[config.mk]
export PLATFORM = sky130hd
export DESIGN_NAME = gpio_bank
export DESIGN_NICKNAME = d
export VERILOG_FILES = /design/src/rtl/gpio_bank_pkg.sv /design/src/rtl/gpio_in_sync.sv /design/src/rtl/gpio_event_unit.sv /design/src/rtl/gpio_bank.sv
export SDC_FILE = /design/constraint.sdc
export NUM_CORES = 1
export LEC_CHECK = 0
export BUFFER_PORTS_ARGS = -buffer_cell sky130_fd_sc_hd__buf_2
export CORE_UTILIZATION = 55
export CTS_BUF_LIST = sky130_fd_sc_hd__clkbuf_4 sky130_fd_sc_hd__clkbuf_8 sky130_fd_sc_hd__clkbuf_16
export CTS_CLUSTER_SIZE = 20
export DETAILED_ROUTE_END_ITERATION = 16
export PLACE_DENSITY = 0.76
export SYNTH_ARGS = -nofsm -noshare
export SYNTH_HDL_FRONTEND = slang
export SYNTH_SLANG_ARGS = --single-unit
[constraint.sdc]
create_clock -name clk -period 2.6 [get_ports clk]
set_input_delay 0.65 -clock clk [delete_from_list [all_inputs] [get_ports clk]]
set_output_delay 0.65 -clock clk [all_outputs]
set_load 0.01 [all_outputs]
[src/rtl/gpio_bank_pkg.sv]
package gpio_bank_pkg;
  localparam int unsigned ADDR_W = 8;

  // byte offsets decoded by software; their values are part of the contract
  localparam logic [ADDR_W-1:0] OFS_VERSION  = 8'h00;
  localparam logic [ADDR_W-1:0] OFS_PENDING  = 8'h18;
  localparam logic [ADDR_W-1:0] OFS_IRQ_MASK = 8'h1C;
  localparam logic [ADDR_W-1:0] OFS_DIR_N    = 8'h34;
  localparam logic [ADDR_W-1:0] OFS_LEVEL    = 8'h38;
  localparam logic [ADDR_W-1:0] OFS_DRIVE    = 8'h3C;
  localparam logic [ADDR_W-1:0] OFS_RISE_EN  = 8'h48;
  localparam logic [ADDR_W-1:0] OFS_FALL_EN  = 8'h4C;
  localparam logic [ADDR_W-1:0] OFS_DRV_CLR  = 8'h90;
  localparam logic [ADDR_W-1:0] OFS_DRV_SET  = 8'h94;

  localparam logic [3:0] VER_MAJOR = 4'd2;
  localparam logic [3:0] VER_MINOR = 4'd5;
endpackage

[src/rtl/gpio_in_sync.sv]
module gpio_in_sync #(
  parameter int unsigned WIDTH  = 32,
  parameter int unsigned STAGES = 2
) (
  input  logic             clk,
  input  logic             rst,
  input  logic [WIDTH-1:0] async_i,
  output logic [WIDTH-1:0] sync_o
);
  localparam int unsigned LAST = STAGES - 1;

  logic [WIDTH-1:0] chain_q [STAGES];

  always_ff @(posedge clk) begin
    if (rst) chain_q[0] <= '0;
    else     chain_q[0] <= async_i;
  end

  for (genvar s = 1; s < STAGES; s++) begin : g_stage
    always_ff @(posedge clk) begin
      if (rst) chain_q[s] <= '0;
      else     chain_q[s] <= chain_q[s-1];
    end
  end

  assign sync_o = chain_q[LAST];
endmodule

[src/rtl/gpio_event_unit.sv]
module gpio_event_unit #(
  parameter int unsigned WIDTH = 32
) (
  input  logic             clk,
  input  logic             rst,
  input  logic [WIDTH-1:0] level_i,
  input  logic [WIDTH-1:0] rise_en_i,
  input  logic [WIDTH-1:0] fall_en_i,
  input  logic [WIDTH-1:0] mask_i,
  input  logic [WIDTH-1:0] ack_i,
  output logic [WIDTH-1:0] pending_o,
  output logic             irq_o
);
  logic [WIDTH-1:0] last_q;
  logic [WIDTH-1:0] hit;
  logic [WIDTH-1:0] pend_q;
  logic             irq_q;

  always_comb begin
    hit = (level_i & ~last_q & rise_en_i) | (~level_i & last_q & fall_en_i);
  end

  always_ff @(posedge clk) begin
    if (rst) begin
      last_q <= '0;
      pend_q <= '0;
      irq_q  <= 1'b0;
    end else begin
      last_q <= level_i;
      // a new edge beats a simultaneous acknowledge
      pend_q <= (pend_q & ~ack_i) | hit;
      irq_q  <= |(pend_q & mask_i);
    end
  end

  assign pending_o = pend_q;
  assign irq_o     = irq_q;

  AST_PEND_STICKY: assert property (@(posedge clk) disable iff (rst)
    1'b1 |=> (($past(pend_q) & ~$past(ack_i) & ~pend_q) == '0));
  AST_EDGE_WINS: assert property (@(posedge clk) disable iff (rst)
    ((hit & ack_i) != '0) |=> ((pend_q & $past(hit & ack_i)) == $past(hit & ack_i)));
  AST_IRQ_TRACKS: assert property (@(posedge clk) disable iff (rst)
    1'b1 |=> (irq_q == |($past(pend_q) & $past(mask_i))));
endmodule

[src/rtl/gpio_bank.sv]
module gpio_bank
  import gpio_bank_pkg::*;
#(
  parameter int unsigned PINS       = 32,
  parameter int unsigned SYNC_DEPTH = 2
) (
  input  logic              clk,
  input  logic              rst,
  input  logic              wr_en,
  input  logic              rd_en,
  input  logic [ADDR_W-1:0] addr,
  input  logic [PINS-1:0]   wdata,
  output logic [PINS-1:0]   rdata,
  input  logic [PINS-1:0]   pin_in,
  output logic [PINS-1:0]   pin_out,
  output logic [PINS-1:0]   pin_oe_n,
  output logic              irq
);
  localparam logic [PINS-1:0] VERSION_WORD = {{(PINS-8){1'b0}}, VER_MAJOR, VER_MINOR};

  logic [PINS-1:0] dir_n_q, drive_q, rise_q, fall_q, mask_q;
  logic [PINS-1:0] level, pending, ack;
  logic [PINS-1:0] rdata_q;

  gpio_in_sync #(.WIDTH(PINS), .STAGES(SYNC_DEPTH)) u_sync (
    .clk     (clk),
    .rst     (rst),
    .async_i (pin_in),
    .sync_o  (level)
  );

  assign ack = (wr_en && addr == OFS_PENDING) ? wdata : '0;

  gpio_event_unit #(.WIDTH(PINS)) u_evt (
    .clk       (clk),
    .rst       (rst),
    .level_i   (level),
    .rise_en_i (rise_q),
    .fall_en_i (fall_q),
    .mask_i    (mask_q),
    .ack_i     (ack),
    .pending_o (pending),
    .irq_o     (irq)
  );

  always_ff @(posedge clk) begin
    if (rst) begin
      dir_n_q <= '1;
      drive_q <= '0;
      rise_q  <= '0;
      fall_q  <= '0;
      mask_q  <= '0;
    end else if (wr_en) begin
      case (addr)
        OFS_DIR_N:    dir_n_q <= wdata;
        OFS_DRIVE:    drive_q <= wdata;
        OFS_DRV_SET:  drive_q <= drive_q | wdata;
        OFS_DRV_CLR:  drive_q <= drive_q & ~wdata;
        OFS_RISE_EN:  rise_q  <= wdata;
        OFS_FALL_EN:  fall_q  <= wdata;
        OFS_IRQ_MASK: mask_q  <= wdata;
        default: ;
      endcase
    end
  end

  always_ff @(posedge clk) begin
    if (rst) begin
      rdata_q <= '0;
    end else if (rd_en) begin
      case (addr)
        OFS_VERSION:  rdata_q <= VERSION_WORD;
        OFS_PENDING:  rdata_q <= pending;
        OFS_IRQ_MASK: rdata_q <= mask_q;
        OFS_DIR_N:    rdata_q <= dir_n_q;
        OFS_LEVEL:    rdata_q <= level;
        OFS_DRIVE:    rdata_q <= drive_q;
        OFS_RISE_EN:  rdata_q <= rise_q;
        OFS_FALL_EN:  rdata_q <= fall_q;
        default:      rdata_q <= '0;
      endcase
    end
  end

  assign rdata    = rdata_q;
  assign pin_out  = drive_q;
  assign pin_oe_n = dir_n_q;

  AST_SET_ALIAS: assert property (@(posedge clk) disable iff (rst)
    (wr_en && addr == OFS_DRV_SET) |=> ((drive_q & $past(wdata)) == $past(wdata)));
  AST_CLR_ALIAS: assert property (@(posedge clk) disable iff (rst)
    (wr_en && addr == OFS_DRV_CLR) |=> ((drive_q & $past(wdata)) == '0));
  AST_VERSION_FIXED: assert property (@(posedge clk) disable iff (rst)
    (rd_en && addr == OFS_VERSION) |=> (rdata == 32'h0000_0025));
  AST_DIR_HOLD: assert property (@(posedge clk) disable iff (rst)
    !(wr_en && addr == OFS_DIR_N) |=> $stable(pin_oe_n));
endmodule

==> After elaboration in Yosys (flattened, before gate mapping) <==
Memory sizes are Yosys's and may differ from the RTL's.
Index checks and enable logic that the tools add are counted.
{ "op_classes": {"muxes": 8, "eq_ne": 9, "n_reduce_logical": 9, "n_bitwise": 16} }
{ "op_table": {"columns": ["op", "count"], "rows": [
  ["$pmux W32 S8", 1],
  ["$and A32 B32 Y32", 7],
  ["$not A32 Y32", 4],
  ["$mux W32", 3],
  ["$or A32 B32 Y32", 3],
  ["$pmux W32 S3", 1],
  ["$reduce_or A32 Y1", 1],
  ["$eq A8 B6 Y1 const B", 3],
  ["$eq A8 B5 Y1 const B", 2],
  ["$eq A8 B7 Y1 const B", 2],
  ["$eq A8 B8 Y1 const B", 2],
  ["$reduce_and A2 Y1", 5],
  ["$logic_not A8 Y1", 1],
  ["$mux W1", 3],
  ["$reduce_bool A3 Y1", 1],
  ["$or A1 B1 Y1", 2],
  ["$logic_and A1 B1 Y1", 1]
]} }
{ "word_totals": {"ramBits": 64, "input_bits": 76, "ff_bits": 257, "n_memories": 1, "output_inout_bits": 97} }
{ "mem_list": {"columns": ["name", "depth", "word_bits", "rd", "rd_ports_with_merged_regs", "write_ports", "line", "source"], "rows": [
  ["u_sync.chain_q", 2, 32, 2, 0, 2, "gpio_in_sync.sv:12", "logic [WIDTH-1:0] chain_q [STAGES];"]
]} }

==> Depth between registers and ports, before layout <==
Gate-level depths: netlist (run 1).
{ "depth": {"word_depth": 6, "ltp_mapped": 9} }

==> By module <==
Synthesis (run 1) repeated with hierarchy kept, for this count alone.
{ "hier_totals": {"cells_unflattened": 1618, "hier_area_um2": 14174.8} }
{ "by_module_without_submodules": {"columns": ["module", "cells_each", "instances", "area_each_um2"], "rows": [
  ["gpio_bank", 1229, 1, 9671.8],
  ["gpio_event_unit", 254, 1, 2585.0],
  ["gpio_in_sync", 135, 1, 1918.1]
]} }

==> Least setup slack after synthesis (run 1) <==
OpenSTA, ideal clock, no wires.
{ "synth_path": {"path_kind": "input port to flip-flop", "from": "input addr[3]", "to": "register drive_q[4], in the netlist pin_out[4]", "setup_ns": 0.139, "path_stages": 9, "t_required_ns": 2.461, "path_slack_ns": 0.294, "t_arrival_ns": 2.167, "path_cell_list": "buf_6 -> or3_4 -> nand2b_1 -> buf_2 -> a21o_1 -> buf_6 -> buf_6 -> o211ai_1 -> o41ai_2"} }
{ "synth_via": {"elab_chain_cells": 3} }
{ "synth_lines": {"columns": ["item", "line", "source"], "rows": [
  ["from (decl)", "gpio_bank.sv:11", "input logic [ADDR_W-1:0] addr,"],
  ["$eq A8 B6 Y1 / $eq A8 B8 Y1 (equally long branches)", "gpio_bank.sv:54", "case (addr)"],
  ["$reduce_bool A3 Y1 (no source line)", null, null],
  ["$reduce_and A2 Y1 (no source line)", null, null],
  ["to (signal assigned)", "gpio_bank.sv:56", "OFS_DRIVE: drive_q <= wdata;"],
  ["to (signal assigned)", "gpio_bank.sv:57", "OFS_DRV_SET: drive_q <= drive_q | wdata;"],
  ["to (signal assigned)", "gpio_bank.sv:58", "OFS_DRV_CLR: drive_q <= drive_q & ~wdata;"],
  ["to (decl)", "gpio_bank.sv:21", "logic [PINS-1:0] dir_n_q, drive_q, rise_q, fall_q, mask_q;"]
]} }
Several ways; a longest one is shown, not always the timed one.
A chain may end at the register's enable or synchronous reset.

==> Worst setup path after layout (run 1) <==
{ "layout_path": {"from": "input addr[0]", "to": "register rdata_q[24], in the netlist rdata[24]"} }
{ "layout_via": {"elab_chain_cells": 2} }
{ "layout_lines": {"columns": ["item", "line", "source"], "rows": [
  ["$eq A8 B7 Y1, or another cell as far along", "gpio_bank.sv:71", "case (addr)"],
  ["$pmux W32 S8 *", "gpio_bank.sv:71", null],
  ["to (signal assigned)", "gpio_bank.sv:73", "OFS_PENDING: rdata_q <= pending;"],
  ["to (signal assigned)", "gpio_bank.sv:74", "OFS_IRQ_MASK: rdata_q <= mask_q;"],
  ["to (signal assigned)", "gpio_bank.sv:75", "OFS_DIR_N: rdata_q <= dir_n_q;"],
  ["to (decl)", "gpio_bank.sv:23", "logic [PINS-1:0] rdata_q;"]
]} }
Every way passes the cells marked *; elsewhere a longest branch is shown, timed or not.

==> metrics.txt, run 1 <==
run status=finished, final reports clean; I/O pin total=roughly 170; cell area after synthesis=roughly 14,000 µm²; DRT iter0 DRCs=approximately 1,200; HP Class=input port to flip-flop; Die Ht=around 160 µm; top cells by area, synth=dfxtp_1 (47%), nand2_1 (8.0%), a21oi_1 (4.8%); DRT Pass-1 Iters=7; Post-Place Setup Slack=around 0.10 ns; Synth async-reset ratio=0%; vias in the first global route=between 10,000 and 15,000; Syn Inst Count=around 1,500; ys flop type=dfxtp_1; relative max-transition margin=a little under a third; Crit. End Element=flip-flop; layout cell share with drive strength beyond 1=between 20% and 30%; Worst Tran Pin Value=about 1.0 ns; final WL=~42 mm; routability cong.=around 0.94; met3 usage=under 10%; Final Non-Filler Cells=slightly above 2,000; Placed Instances=approximately 2,000; setup TNS=0 ns; Crit Path Category=input port to flip-flop; Post-synth EDFFs=0; Critical Path RT=around 3 ns; crit path DAT=between 2 and 3 ns; Tmin final=2.04 ns; die area=around 26,000 µm²; synth unique cells=between 50 and 60; clock latency on the worst-skew pair=0.52 ns; Hold Vio Cnt, Final=0; area added between synthesis and finish=18.8%; met1 GRT Util=~40%; Yosys top cell by area=dfxtp_1; die width=160 µm; final-stage net count=about 1,800; initial antenna violation count=1; Tcrit/Tclk final=78.6%; GRT Max-Usage Layer=met2; CTS max path bufs=3; Power, Total=10.6 mW; max-cap viol count=0; GR Util All Layers=between 30 and 40%; Setup Skew=around 0.0095 ns; via count=approximately 12,000; Final Max Tran Viols=0; Critical Path Start Type=input port; drt drc=0; Num CTS Buffers=35; dpl hpwl=27.3 mm; # rows=57; met2 global-route usage=a little under three fifths; Hold Crit Depth=2; RSZ-0062 raised after global routing=no; Mean Syn Cell Area=roughly 8.9 µm²; Yosys warnings=0; clk root buf=clkbuf_16; highest clock rate=489 MHz; Cell Pwr Density=652 nW/µm²; top cell type's share of synthesized area=~47%; Post-CTS Setup Repair Bufs=0; Lkg Pwr=6.31 nW; final setup margin=between 0.5 and 0.6 ns; CTS tree=yes; core area=between 20,000 and 25,000 µm²; pin count of the biggest net entering global routing=76; CP max FO=8; hold_buf cts=0; Post-Syn Nets=1,615; CTS Sinks=between 300 and 400; Core Util, Final=between 60% and 70%; number of gates resized after cts=0; GRT Residual Overflow=0; clk slew on worst S/H paths=~0.06 ns; routed len/inst=20.9 µm; ANT nets after route=0; Max IR drop VDD=~0.52 mV; fill count=approximately 2,000; Final setup viols=0; first-pass GRT wire length=65.6 mm; initial core utilization=56.2%; H-tree depth=2; Synth Register Bits=321; routed vias/inst=between 6 and 7; R2R depth=5; register area share after synthesis=approximately 47%; number of buffers added on ports=about 170
-- cell families after synthesis --
family	after synthesis	share of synthesized area (%)
and+or+nand+nor	561	19.7
DFF	321	46.9
buffers and inverters	157	5.30
AOI/OAI and AO/OA	464	25.6
muxes	36	2.63
-- where the power goes --
group / switching [mW] / total [mW] / internal [mW]
registers: 0.0382 / 5.02 / 4.98
clock network: 1.97 / 5.12 / 3.14
logic: 0.327 / 0.482 / 0.154
-- cells in the final DEF (no fill, tap or decap), drive strengths merged, types with 31 or more instances in the layout --
cell / instances
o2bb2ai: 31
o211ai: 33
clkbuf: 49
dfxtp: 321
inv: 36
a21oi: 158
o41ai: 32
o21ai: 67
mux2i: 36
nand3b: 32
buf: 228
nand2: 293
nand3: 34
a22oi: 74
nor2b: 96
nor2: 74
-- per-layer routing --
| layer | routed length [µm] | vias to the layer above |
|---|---|---|
| li1 | - | 5686 |
| met2 | 20400 | 659 |
| met3 | 3530 | 122 |
| met4 | 1490 | 0 |
| met5 | 0 | - |
| met1 | 16900 | 6026 |
-- cell usage after synthesis, types with 6 or more instances --
master     number
clkbuf_1       77
a22o_1         30
a22oi_1        74
nand2_1       293
buf_2          32
nor2_1         72
a21o_1         30
inv_1          35
o21ai_0        42
buf_6          13
nand3_1        34
mux2i_1        36
o41ai_2        28
o211ai_1        6
a21oi_2        27
o211ai_2       27
nand4_1         6
o21ai_1        25
a21oi_1       131
dfxtp_1       321
nor2b_1        96
nand3b_1       32
o2bb2ai_1      31
-- worst max-delay path, stage by stage --
cell,delay [ns]
buf_2,0.13
nand4bb_1,0.26
nor2_1,0.83
buf_4,0.31
a22oi_1,0.09
a21oi_2,0.14
a21o_1,0.09
-- final timing paths --
check / startpoint / end / slack (ns)
worst max register to register: pin_oe_n[5] / rdata[5] / 1.08
worst min register to register: u_sync.chain_q[0][2] / u_sync.chain_q[1][2] / 0.43
worst max-delay path: addr[0] / rdata[24] / 0.56
worst min-delay path: pin_in[26] / u_sync.chain_q[0][26] / 0.34
-- registers in the layout (all words and copies together), names as in the netlist --
register,cells
pin_oe_n,32
u_sync.chain_q,64
u_evt.last_q,32
rdata,32
rise_q,32
pin_out,32
u_evt.pending_o,32
u_evt.irq_o,1
mask_q,32
fall_q,32
-- stage by stage --
stage               hold slack (ns)  area, µm²
global placement              0.418      15100
global route                  0.353      16300
finish                        0.338      16300
detailed placement            0.424      15100
CTS                           0.333      16300
floorplan                     0.414      13700
-- area by class of cell --
type,count,area (µm²),share of cell area (%)
repair buffers,229,1500,9.20
diodes,1,2.50,0.0154
clock inverters,12,181,1.11
inverters,35,131,0.807
multi-input cells,1061,6630,40.7
clock buffers,48,1020,6.24
well taps,324,405,2.49
flip-flops and latches,321,6430,39.5
No activity file was read; power rests on OpenSTA's default activity.
==> run 2: changes to the inputs <==
--- a/config.mk
+++ b/config.mk
@@ -6,7 +6,7 @@
 export NUM_CORES = 1
 export LEC_CHECK = 0
 export BUFFER_PORTS_ARGS = -buffer_cell sky130_fd_sc_hd__buf_2
-export CORE_UTILIZATION = 55
+export CORE_UTILIZATION = 52
 export CTS_BUF_LIST = sky130_fd_sc_hd__clkbuf_4 sky130_fd_sc_hd__clkbuf_8 sky130_fd_sc_hd__clkbuf_16
 export CTS_CLUSTER_SIZE = 20
 export DETAILED_ROUTE_END_ITERATION = 16
==> constraint.sdc (replaced) <==
create_clock -name clk -period 1.82 [get_ports clk]
set_input_delay 0.455 -clock clk [delete_from_list [all_inputs] [get_ports clk]]
set_output_delay 0.455 -clock clk [all_outputs]
set_load 0.01 [all_outputs]
==> metrics.txt, run 2 (synthesized netlist as in run 1, its figures left out) <==
Reg area=6430 µm² (unchanged); drt drc=0 (unchanged); Core Util, Final=65.7% (-1.1 points); GRT Residual Overflow=0 (unchanged); Hold Vio Cnt, Final=0 (unchanged); crit-path cells=buf_2 -> buf_12 -> nor3b_4 -> buf_4 -> nand2b_1 -> nor3_4 -> buf_12 -> nand2_1 -> a21oi_1; GR Util All Layers=32.0% (-0.43 points); CTS Sinks=321 (unchanged); flip-flop count of the largest register after layout=64 (unchanged); layout cell share with drive strength beyond 1=27.2% (+4.1 points); multi-input logic area=6800 µm² (+2.6%); area added between synthesis and finish=24.5%; run status=finished, final reports clean; Top reg by flops=u_sync.chain_q; final WL=42.9 mm (+1.2%); Crit Path Category=input port to flip-flop; Critical Path Start Type=input port; relative max-transition margin=58.5% (+28 points); die area=27,000 µm² (+5.7%); most used cell, CP=buf_12; R2R depth=6 (+1); core area=26,000 µm² (+6.5%); Min-Delay Startpoint=pin_in[3]; Post-CTS Setup Repair Bufs=0 (unchanged); clock latency on the worst-skew pair=0.51 ns (about the same); DRT iter0 DRCs=1,290 (+7.2%); clk slew on worst S/H paths=0.06 ns (about the same); HP Class=input port to flip-flop; final setup margin=0.0862 ns (-0.470 ns); Finished Cell Area=17,100 µm² (+4.8%); hold endpoint=u_sync.chain_q[0][3]; commonest non-fill, non-tap cells in the layout=dfxtp_1 (321), nand2_1 (292), buf_2 (171); # rows=59 (+3.5%); number of gates resized after cts=0 (unchanged); I/O pin total=173 (unchanged); pin count of the biggest net entering global routing=56 (-26%); Diodes inserted=0 (-1); initial core utilization=52.8% (-3.4 points); Worst Tran Pin Value=0.607 ns (-0.439 ns); register-to-register setup slack=0.13 ns (-0.95 ns); FF-to-FF End=rdata[5]; via count=12,500 (+0.42%); Placed Instances=2,037 (+3.4%); Tmin final=1.73 ns; slowest CP cell=nor3_4; Hold Crit Depth=2 (unchanged); Lkg Pwr=6.66 nW (+5.6%); Critical Path RT=2.25 ns (-0.81 ns); Num CTS Buffers=35 (unchanged); routability cong.=0.913 (-3.2%); number of buffers added on ports=172 (unchanged); die width=164 µm (+2.8%); CP max FO=20 (+12); RR Startpoint=pin_oe_n[5]; Max IR drop VDD=0.848 mV (+62%); initial antenna violation count=0 (-1); dpl hpwl=29.7 mm (+8.7%); Post-Place Setup Slack=-0.385 ns (-0.490 ns); ANT nets after route=0 (unchanged); Final Non-Filler Cells=2,098 (+3.3%); crit path DAT=2.17 ns (-0.34 ns); routed len/inst=20.4 µm (-2.0%); Crit. End Element=flip-flop; first-pass GRT wire length=66.8 mm (+1.9%); Final setup viols=0 (unchanged); clk root buf=clkbuf_16; H-tree depth=2 (unchanged); CTS tree=yes; fill count=2,091 (+6.7%); Cell Pwr Density=882 nW/µm² (+35%); CTS max path bufs=3 (unchanged); RSZ-0062 raised after global routing=no; Worst Hold Slack=0.149 ns (-0.189 ns); routed vias/inst=5.98 (-2.8%); Power, Total=15.1 mW (+42%); Final Max Tran Viols=0 (unchanged); vias in the first global route=12,200 (+2.3%); final-stage net count=1,815 (+3.2%); Die Ht=164 µm (+2.8%); DRT Pass-1 Iters=6 (-1); highest clock rate=577 MHz; Tcrit/Tclk final=95.3%; commonest non-fill, non-tap cell in the layout=dfxtp_1; biggest cell delay along the critical path=0.33 ns (-0.50 ns); Setup Skew=0.00857 ns (-0.000974 ns); max-cap viol count=0 (unchanged); hold_buf cts=0 (unchanged); setup TNS=0 ns (unchanged); Post-DP Area=15,900 µm² (+5.5%)
==> run 2: cell types whose count changed in the layout (fill, tap and decap cells not counted), sizes merged <==
cell,change
clkinv,-5
clkbuf,+7
diode,-1
clkinvlp,+1
buf,+56
bufinv,-2
==> run 2: power by group <==
group          internal [mW]  switching [mW]
Combinational          0.292           0.496
Sequential              7.12          0.0575
Clock                   4.30            2.79
==> run 2: worst max-delay path by stage <==
stage,startpoint,end,slack [ns]
floorplan,addr[3],pin_out[4],-0.20
global placement,addr[2],rdata[5],-0.39
detailed placement,addr[2],rdata[5],-0.39
CTS,addr[4],fall_q[14],0.11
global route,addr[4],fall_q[31],0.002
finish,addr[4],fall_q[14],0.09
==> run 2: cell type report <==
cell class / instances / area share [%]
multi-input combinational: 1061 / 39.8
sequential: 321 / 37.6
timing repair buffer: 285 / 12.6
clock buffer: 55 / 6.23
tap: 335 / 2.46
inverter: 35 / 0.770
clock inverter: 6 / 0.520
==> run 2: critical path, delay by kind of cell <==
family | cells | cell delay, ns
AND/OR/NAND/NOR | 4 | 0.82
buffers and inverters | 4 | 0.73
AO/OA/AOI/OAI | 1 | 0.14
==> run 2: per-layer routing <==
metal / GRT usage (%) / part of all wire, % / up-vias
met3: 5.05 / 8.4 / 104
met4: 12.5 / 3.5 / 0
met2: 52.9 / 47 / 609
met5: 0 / 0 / -
li1: - / - / 5809
met1: 41.8 / 42 / 6024
